$ cat config.mk
export PLATFORM = sky130hd
export DESIGN_NAME = rd_dma_engine
export DESIGN_NICKNAME = d
export VERILOG_FILES = /design/src/rtl/rdq_pkg.sv /design/src/rtl/rdq_req_fsm.sv /design/src/rtl/rdq_cpl_check.sv /design/src/rtl/rdq_perf_cnt.sv /design/src/rtl/rd_dma_engine.sv
export SDC_FILE = /design/constraint.sdc
export NUM_CORES = 1
export LEC_CHECK = 0
export CORE_MARGIN = 8
export CORE_UTILIZATION = 25
export CTS_CLUSTER_DIAMETER = 100
export DETAILED_ROUTE_END_ITERATION = 8
export PLACE_DENSITY_LB_ADDON = 0.12
export SLEW_MARGIN = 20
export SYNTH_ARGS = -nofsm -noshare
export SYNTH_HDL_FRONTEND = slang
export SYNTH_SLANG_ARGS = --single-unit
$ cat constraint.sdc
create_clock -name clk -period 6.4 [get_ports clk]
set_input_delay 1.28 -clock clk [delete_from_list [all_inputs] [get_ports clk]]
set_output_delay 1.28 -clock clk [all_outputs]
set_load 0.01 [all_outputs]
$ cat src/rtl/rdq_pkg.sv
package rdq_pkg;

    typedef enum logic [1:0] {
        S_IDLE  = 2'd0,
        S_ISSUE = 2'd1,
        S_DRAIN = 2'd2
    } rdq_state_e;

    localparam int DW_BITS = 32;
    typedef logic [DW_BITS-1:0] dword_t;

endpackage

$ cat src/rtl/rdq_req_fsm.sv
module rdq_req_fsm
    import rdq_pkg::*;
#(
    parameter int ADDR_W = 32,
    parameter int SIZE_W = 11,
    parameter int CNT_W  = 16,
    parameter int TAG_W  = 8
) (
    input  logic              clk,
    input  logic              rst_n,
    input  logic              start,
    input  logic              wr_busy,
    input  logic [ADDR_W-1:0] cfg_addr,
    input  logic [SIZE_W-1:0] cfg_size,
    input  logic [CNT_W-1:0]  cfg_count,
    input  logic              fin,
    input  logic              req_ready,
    output logic              launch,
    output logic              active,
    output logic              first_hs,
    output logic              req_valid,
    output logic [ADDR_W-1:0] req_addr,
    output logic [SIZE_W-1:0] req_len,
    output logic [TAG_W-1:0]  req_tag
);

    rdq_state_e state_q, state_d;

    logic [ADDR_W-1:0] addr_q;
    logic [SIZE_W-1:0] size_q;
    logic [CNT_W-1:0]  left_q;
    logic [TAG_W-1:0]  tag_q;
    logic              first_q;
    logic [ADDR_W-1:0] step;
    logic              hs;
    logic              last_req;

    assign step     = ADDR_W'({size_q, 2'b00});
    assign hs       = req_valid && req_ready;
    assign last_req = (left_q == CNT_W'(1));
    assign launch   = start && !wr_busy && (state_q == S_IDLE)
                      && (cfg_count != '0) && (cfg_size != '0);

    always_comb begin
        state_d = state_q;
        unique case (state_q)
            S_IDLE:  if (launch) state_d = S_ISSUE;
            S_ISSUE: begin
                if (fin)                  state_d = S_IDLE;
                else if (hs && last_req)  state_d = S_DRAIN;
            end
            S_DRAIN: if (fin) state_d = S_IDLE;
            default: state_d = S_IDLE;
        endcase
    end

    always_ff @(posedge clk) begin
        if (!rst_n) state_q <= S_IDLE;
        else        state_q <= state_d;
    end

    always_ff @(posedge clk) begin
        if (!rst_n) begin
            addr_q  <= '0;
            size_q  <= '0;
            left_q  <= '0;
            tag_q   <= '0;
            first_q <= 1'b0;
        end else if (launch) begin
            addr_q  <= cfg_addr;
            size_q  <= cfg_size;
            left_q  <= cfg_count;
            tag_q   <= '0;
            first_q <= 1'b1;
        end else if (hs) begin
            addr_q  <= addr_q + step;
            left_q  <= left_q - CNT_W'(1);
            tag_q   <= tag_q + TAG_W'(1);
            first_q <= 1'b0;
        end
    end

    always_comb begin
        req_valid = (state_q == S_ISSUE);
        active    = (state_q != S_IDLE);
        first_hs  = hs && first_q;
        req_addr  = addr_q;
        req_len   = size_q;
        req_tag   = tag_q;
    end

    AST_REQ_HOLD: assert property (@(posedge clk) disable iff (!rst_n)
        (req_valid && !req_ready && !fin) |=> (req_valid && $stable(req_addr) && $stable(req_tag)));
    AST_TAG_STEP: assert property (@(posedge clk) disable iff (!rst_n)
        (hs && !last_req) |=> (req_tag == $past(req_tag) + TAG_W'(1)));
    AST_ADDR_STEP: assert property (@(posedge clk) disable iff (!rst_n)
        (hs && !last_req) |=> (req_addr == $past(req_addr) + $past(step)));
    AST_WR_EXCL: assert property (@(posedge clk) disable iff (!rst_n)
        (wr_busy && state_q == S_IDLE) |=> (state_q == S_IDLE));

endmodule

$ cat src/rtl/rdq_cpl_check.sv
module rdq_cpl_check
    import rdq_pkg::*;
#(
    parameter int SIZE_W = 11,
    parameter int CNT_W  = 16
) (
    input  logic              clk,
    input  logic              rst_n,
    input  logic              launch,
    input  logic              active,
    input  logic [SIZE_W-1:0] cfg_size,
    input  logic [CNT_W-1:0]  cfg_count,
    input  dword_t            cfg_pattern,
    input  logic              cpl_valid,
    input  dword_t            cpl_data,
    output logic              fin,
    output logic              done_irq,
    output logic              err_mismatch,
    output logic              err_overrun
);

    localparam int TOT_W = SIZE_W + CNT_W;

    logic [TOT_W-1:0] expect_q;
    logic [TOT_W-1:0] total_q;
    logic [TOT_W-1:0] total_inc;
    dword_t           pat_q;
    logic             beat;

    assign beat      = cpl_valid && active;
    assign total_inc = total_q + TOT_W'(1);
    assign fin       = beat && (total_inc == expect_q);

    always_ff @(posedge clk) begin
        if (!rst_n) begin
            expect_q     <= '0;
            total_q      <= '0;
            pat_q        <= '0;
            err_mismatch <= 1'b0;
            err_overrun  <= 1'b0;
            done_irq     <= 1'b0;
        end else begin
            done_irq <= fin;
            if (launch) begin
                expect_q     <= TOT_W'(cfg_count) * TOT_W'(cfg_size);
                total_q      <= '0;
                pat_q        <= cfg_pattern;
                err_mismatch <= 1'b0;
                err_overrun  <= 1'b0;
            end else begin
                if (beat) begin
                    total_q <= total_inc;
                    if (cpl_data != pat_q) err_mismatch <= 1'b1;
                end
                if (cpl_valid && !active) err_overrun <= 1'b1;
            end
        end
    end

    AST_TOTAL_BELOW: assert property (@(posedge clk) disable iff (!rst_n)
        active |-> (total_q < expect_q));
    AST_IRQ_ONE_SHOT: assert property (@(posedge clk) disable iff (!rst_n)
        done_irq |=> !done_irq);
    AST_MISMATCH_STICKY: assert property (@(posedge clk) disable iff (!rst_n)
        (err_mismatch && !launch) |=> err_mismatch);
    AST_OVERRUN_STICKY: assert property (@(posedge clk) disable iff (!rst_n)
        (err_overrun && !launch) |=> err_overrun);

endmodule

$ cat src/rtl/rdq_perf_cnt.sv
module rdq_perf_cnt #(
    parameter int PERF_W = 32
) (
    input  logic              clk,
    input  logic              rst_n,
    input  logic              launch,
    input  logic              first_hs,
    input  logic              fin,
    output logic [PERF_W-1:0] perf_cycles
);

    logic running_q;

    always_ff @(posedge clk) begin
        if (!rst_n) begin
            running_q   <= 1'b0;
            perf_cycles <= '0;
        end else if (launch) begin
            running_q   <= 1'b0;
            perf_cycles <= '0;
        end else begin
            if (first_hs)  running_q <= 1'b1;
            else if (fin)  running_q <= 1'b0;
            if (running_q) perf_cycles <= perf_cycles + PERF_W'(1);
        end
    end

    AST_PERF_HOLD: assert property (@(posedge clk) disable iff (!rst_n)
        (!running_q && !launch) |=> $stable(perf_cycles));

endmodule

$ cat src/rtl/rd_dma_engine.sv
module rd_dma_engine
    import rdq_pkg::*;
#(
    parameter int ADDR_W = 32,
    parameter int SIZE_W = 11,
    parameter int CNT_W  = 16,
    parameter int TAG_W  = 8,
    parameter int PERF_W = 32
) (
    input  logic              clk,
    input  logic              rst_n,
    input  logic              start,
    input  logic              wr_busy,
    input  logic [ADDR_W-1:0] cfg_addr,
    input  logic [SIZE_W-1:0] cfg_size,
    input  logic [CNT_W-1:0]  cfg_count,
    input  logic [31:0]       cfg_pattern,
    output logic              req_valid,
    input  logic              req_ready,
    output logic [ADDR_W-1:0] req_addr,
    output logic [SIZE_W-1:0] req_len,
    output logic [TAG_W-1:0]  req_tag,
    input  logic              cpl_valid,
    input  logic [31:0]       cpl_data,
    output logic              busy,
    output logic              done_irq,
    output logic              err_mismatch,
    output logic              err_overrun,
    output logic [PERF_W-1:0] perf_cycles
);

    logic launch;
    logic active;
    logic first_hs;
    logic fin;

    rdq_req_fsm #(
        .ADDR_W (ADDR_W),
        .SIZE_W (SIZE_W),
        .CNT_W  (CNT_W),
        .TAG_W  (TAG_W)
    ) u_req (
        .clk       (clk),
        .rst_n     (rst_n),
        .start     (start),
        .wr_busy   (wr_busy),
        .cfg_addr  (cfg_addr),
        .cfg_size  (cfg_size),
        .cfg_count (cfg_count),
        .fin       (fin),
        .req_ready (req_ready),
        .launch    (launch),
        .active    (active),
        .first_hs  (first_hs),
        .req_valid (req_valid),
        .req_addr  (req_addr),
        .req_len   (req_len),
        .req_tag   (req_tag)
    );

    rdq_cpl_check #(
        .SIZE_W (SIZE_W),
        .CNT_W  (CNT_W)
    ) u_chk (
        .clk          (clk),
        .rst_n        (rst_n),
        .launch       (launch),
        .active       (active),
        .cfg_size     (cfg_size),
        .cfg_count    (cfg_count),
        .cfg_pattern  (cfg_pattern),
        .cpl_valid    (cpl_valid),
        .cpl_data     (cpl_data),
        .fin          (fin),
        .done_irq     (done_irq),
        .err_mismatch (err_mismatch),
        .err_overrun  (err_overrun)
    );

    rdq_perf_cnt #(
        .PERF_W (PERF_W)
    ) u_perf (
        .clk         (clk),
        .rst_n       (rst_n),
        .launch      (launch),
        .first_hs    (first_hs),
        .fin         (fin),
        .perf_cycles (perf_cycles)
    );

    assign busy = active;

    AST_IDLE_NO_REQ: assert property (@(posedge clk) disable iff (!rst_n)
        !busy |-> !req_valid);

endmodule

==> run metrics, run 1 <==
Worst-Margin Slew=902.7 ps; worst skew pair latency=480 ps; Longest Clk Path Bufs=2; Seq pwr share=20.3%; GP Congestion=0.8370; DRT antenna net count=0; status=complete, no violations; start point of the critical path=cfg_size[6]; switch share=41.51%; largest net degree at the start of global routing=80; First-pass DRT Iterations=6; n_diodes=0; final setup margin=228.9 ps; Clock Pin Slew Worst Setup and Hold Paths=80 ps; Port-buffer cells=216; clock share of power=18.2%; final core utilization=32.85%; commonest cells after routing, fill and taps aside=nand2_1 (277), clkdlybuf4s50_1 (201), dfxtp_1 (192); Async SR Flop Fraction=0%; Mapped Cells=1912; Hold WS=459.4 ps; clock skew=19.59 ps; mapped cell area=15550 um2; DRC=0; vias post-DR=14120; Pins Over Slew Limit=0; vias in the first global route=14310; Max Cap Viol=0; die area=70430 um2; number of flops mapped to enable cells by yosys=0; DP Wirelength=42820 um; layout cells sized above 1=9.024%; Internal=3.893 mW; first-pass GRT wire length=84900 um; die width=265.4 um; leading cell type in the layout, fill and taps excluded=nand2_1; CTS H-tree depth=4; setup TNS=0 ps; pwr dens=329.0 nW/um2; Area after DPL=19380 um2; initial core utilization=25.24%; crit path max fanout=8; Synth Register Bits=192; synth unique cells=67; Routed WL per cell=17.78 um; CTS tree=built; fin crit share=96.42%; sequential cell area fraction in the yosys report=24.72%; Cell Rows=91; Max Freq=162.0 MHz; final setup fails=0; leakage=8.240 nW; kind of critical path=in -> reg; GRT Total Usage=15.16%; initial drt markers=637; Comb power frac=61.5%; Root Driver=clkbuf_16; Hold Fails Final Rpt=0; count of hold-fix buffers inserted at cts=0; Post-Syn Nets=2248; grt ovf=0; Mean Syn Cell Area=8.132 um2; initial antenna violation count=2; DR vias/cell=4.675; crit path launch type=primary input; slew margin rel.=38.97%; cts bufs inserted=17; reg2reg start=u_req.req_len[0]; fin area=20230 um2; HP Class=reg -> reg; CTS sink cnt=192; Worst Hold Launch=u_chk.expect_q[2]; Area growth syn-to-layout=30.12%; Inst Count DP=2983; dominant register cell in the synthesized netlist=dfxtp_1; Tmin final=6171 ps; P_sw=2.763 mW; Core Region=61600 um2; Final #Nets=2506; Final Power=6.656 mW; Finished Layout Cells=3020; peak supply drop=248.0 uV; worst path arrival time=6540 ps; drt total wl=53700 um; I/O pin count=217; worst path required time=6770 ps; CP Capture Type=flop; Place WS=-555.3 ps; YS warnings=0; die height=265.4 um
## Yosys cell counts, types with 8 or more instances
master | instances | area (um2)
nand2_1 | 280 | 1051
dfxtp_1 | 192 | 3844
inv_1 | 173 | 649.4
a21oi_1 | 131 | 655.6
nor2_1 | 128 | 480.5
fa_1 | 126 | 2522
clkbuf_1 | 95 | 356.6
and2_1 | 93 | 581.8
xnor2_1 | 82 | 718.2
ha_1 | 81 | 1013
xor2_1 | 62 | 543.0
nand3_1 | 58 | 290.3
nand4_1 | 48 | 300.3
o21ai_0 | 40 | 200.2
nor3_1 | 30 | 150.1
and3_1 | 29 | 181.4
a31oi_1 | 22 | 137.6
a21o_1 | 17 | 127.6
o211ai_1 | 16 | 120.1
or3_1 | 16 | 100.1
a211oi_1 | 15 | 112.6
nor4_1 | 15 | 93.84
and4_1 | 13 | 113.9
buf_2 | 12 | 60.06
o311ai_0 | 10 | 87.58
a22oi_1 | 8 | 60.06
nor2b_1 | 8 | 50.05
## per-layer routing
layer,up-vias,routed length (um),GRT usage (%)
met4,2,770,3.731
li1,6958,-,-
met1,6876,25160,19.89
met2,227,26310,26.08
met3,56,1445,2.115
met5,-,13,0
## cell families (layout without fill, tap and decap cells)
kind of cell	after synthesis	after routing	synth area share, %
DFF	192	192	24.72
buffers and inverters	283	554	6.928
and+or+nand+nor	757	757	23.93
muxes	7	7	0.4506
AOI/OAI and AO/OA	322	322	13.12
adders and majority gates	207	207	22.74
xor gates and xnor gates	144	144	8.111
## layout make-up
| type | instances | area, um2 |
|---|---|---|
| inverters | 173 | 651.9 |
| well taps | 837 | 1047 |
| repair buffers | 349 | 3279 |
| clock inverters | 15 | 230.2 |
| multi-input cells | 1437 | 10750 |
| clock buffers | 17 | 425.4 |
| fillers | 6550 | 41370 |
| flip-flops and latches | 192 | 3844 |
## final timing paths
path / to / slack [ps] / cells past startpoint
setup / recovery: u_chk.expect_q[26] / 230 / 20
hold / removal: u_chk.expect_q[2] / 460 / 2
setup reg to reg: u_req.req_addr[30] / 3260 / 10
hold reg to reg: u_chk.expect_q[2] / 460 / 2
## flip-flops by register name (all words and copies together), names as in the netlist, 2 cells and up
| register | count |
|---|---|
| u_req.req_addr | 32 |
| u_perf.perf_cycles | 32 |
| u_req.left_q | 16 |
| u_req.state_q | 2 |
| u_chk.total_q | 27 |
| u_req.req_tag | 8 |
| u_chk.expect_q | 27 |
| u_req.req_len | 11 |
| u_chk.pat_q | 32 |
## critical path, cell delays in order
cell and delay, ps:
clkdlybuf4s50_1 400, buf_4 170, buf_4 150, and2_1 140, fa_1 520, inv_1 50, fa_1 470, inv_1 50
fa_1 500, fa_1 540, inv_1 60, fa_1 530, inv_1 60, ha_4 280, and4_1 210, and3_4 210
nand4_1 160, a21oi_2 280, o221ai_2 140, a311o_1 310
## repair_timing
action	in CTS	in global routing
buffers inserted	0	5
endpoints found under the setup margin	2	10
gates cloned	0	0
pin swaps	0	14
gates resized for setup	2	45
## power groups by stage
stage	logic, mW	clock network, mW	registers (mW)
after CTS	3.90	1.26	1.35
after floorplan	2.33	0	1.36
final	4.09	1.21	1.35
after global placement	3.89	0	1.38
after detailed placement	3.86	0	1.38
after global routing	4.63	1.30	1.36
Note: power is estimated with default switching activity, not from simulation.
==> run 2, diff against run 1 <==
--- a/config.mk
+++ b/config.mk
@@ -5,6 +5,7 @@
 export SDC_FILE = /design/constraint.sdc
 export NUM_CORES = 1
 export LEC_CHECK = 0
+export ABC_AREA = 0
 export CORE_MARGIN = 8
 export CORE_UTILIZATION = 25
 export CTS_CLUSTER_DIAMETER = 100
==> results of run 2 <==
The final DEF is identical to that of run 1; final timing and power are the same.
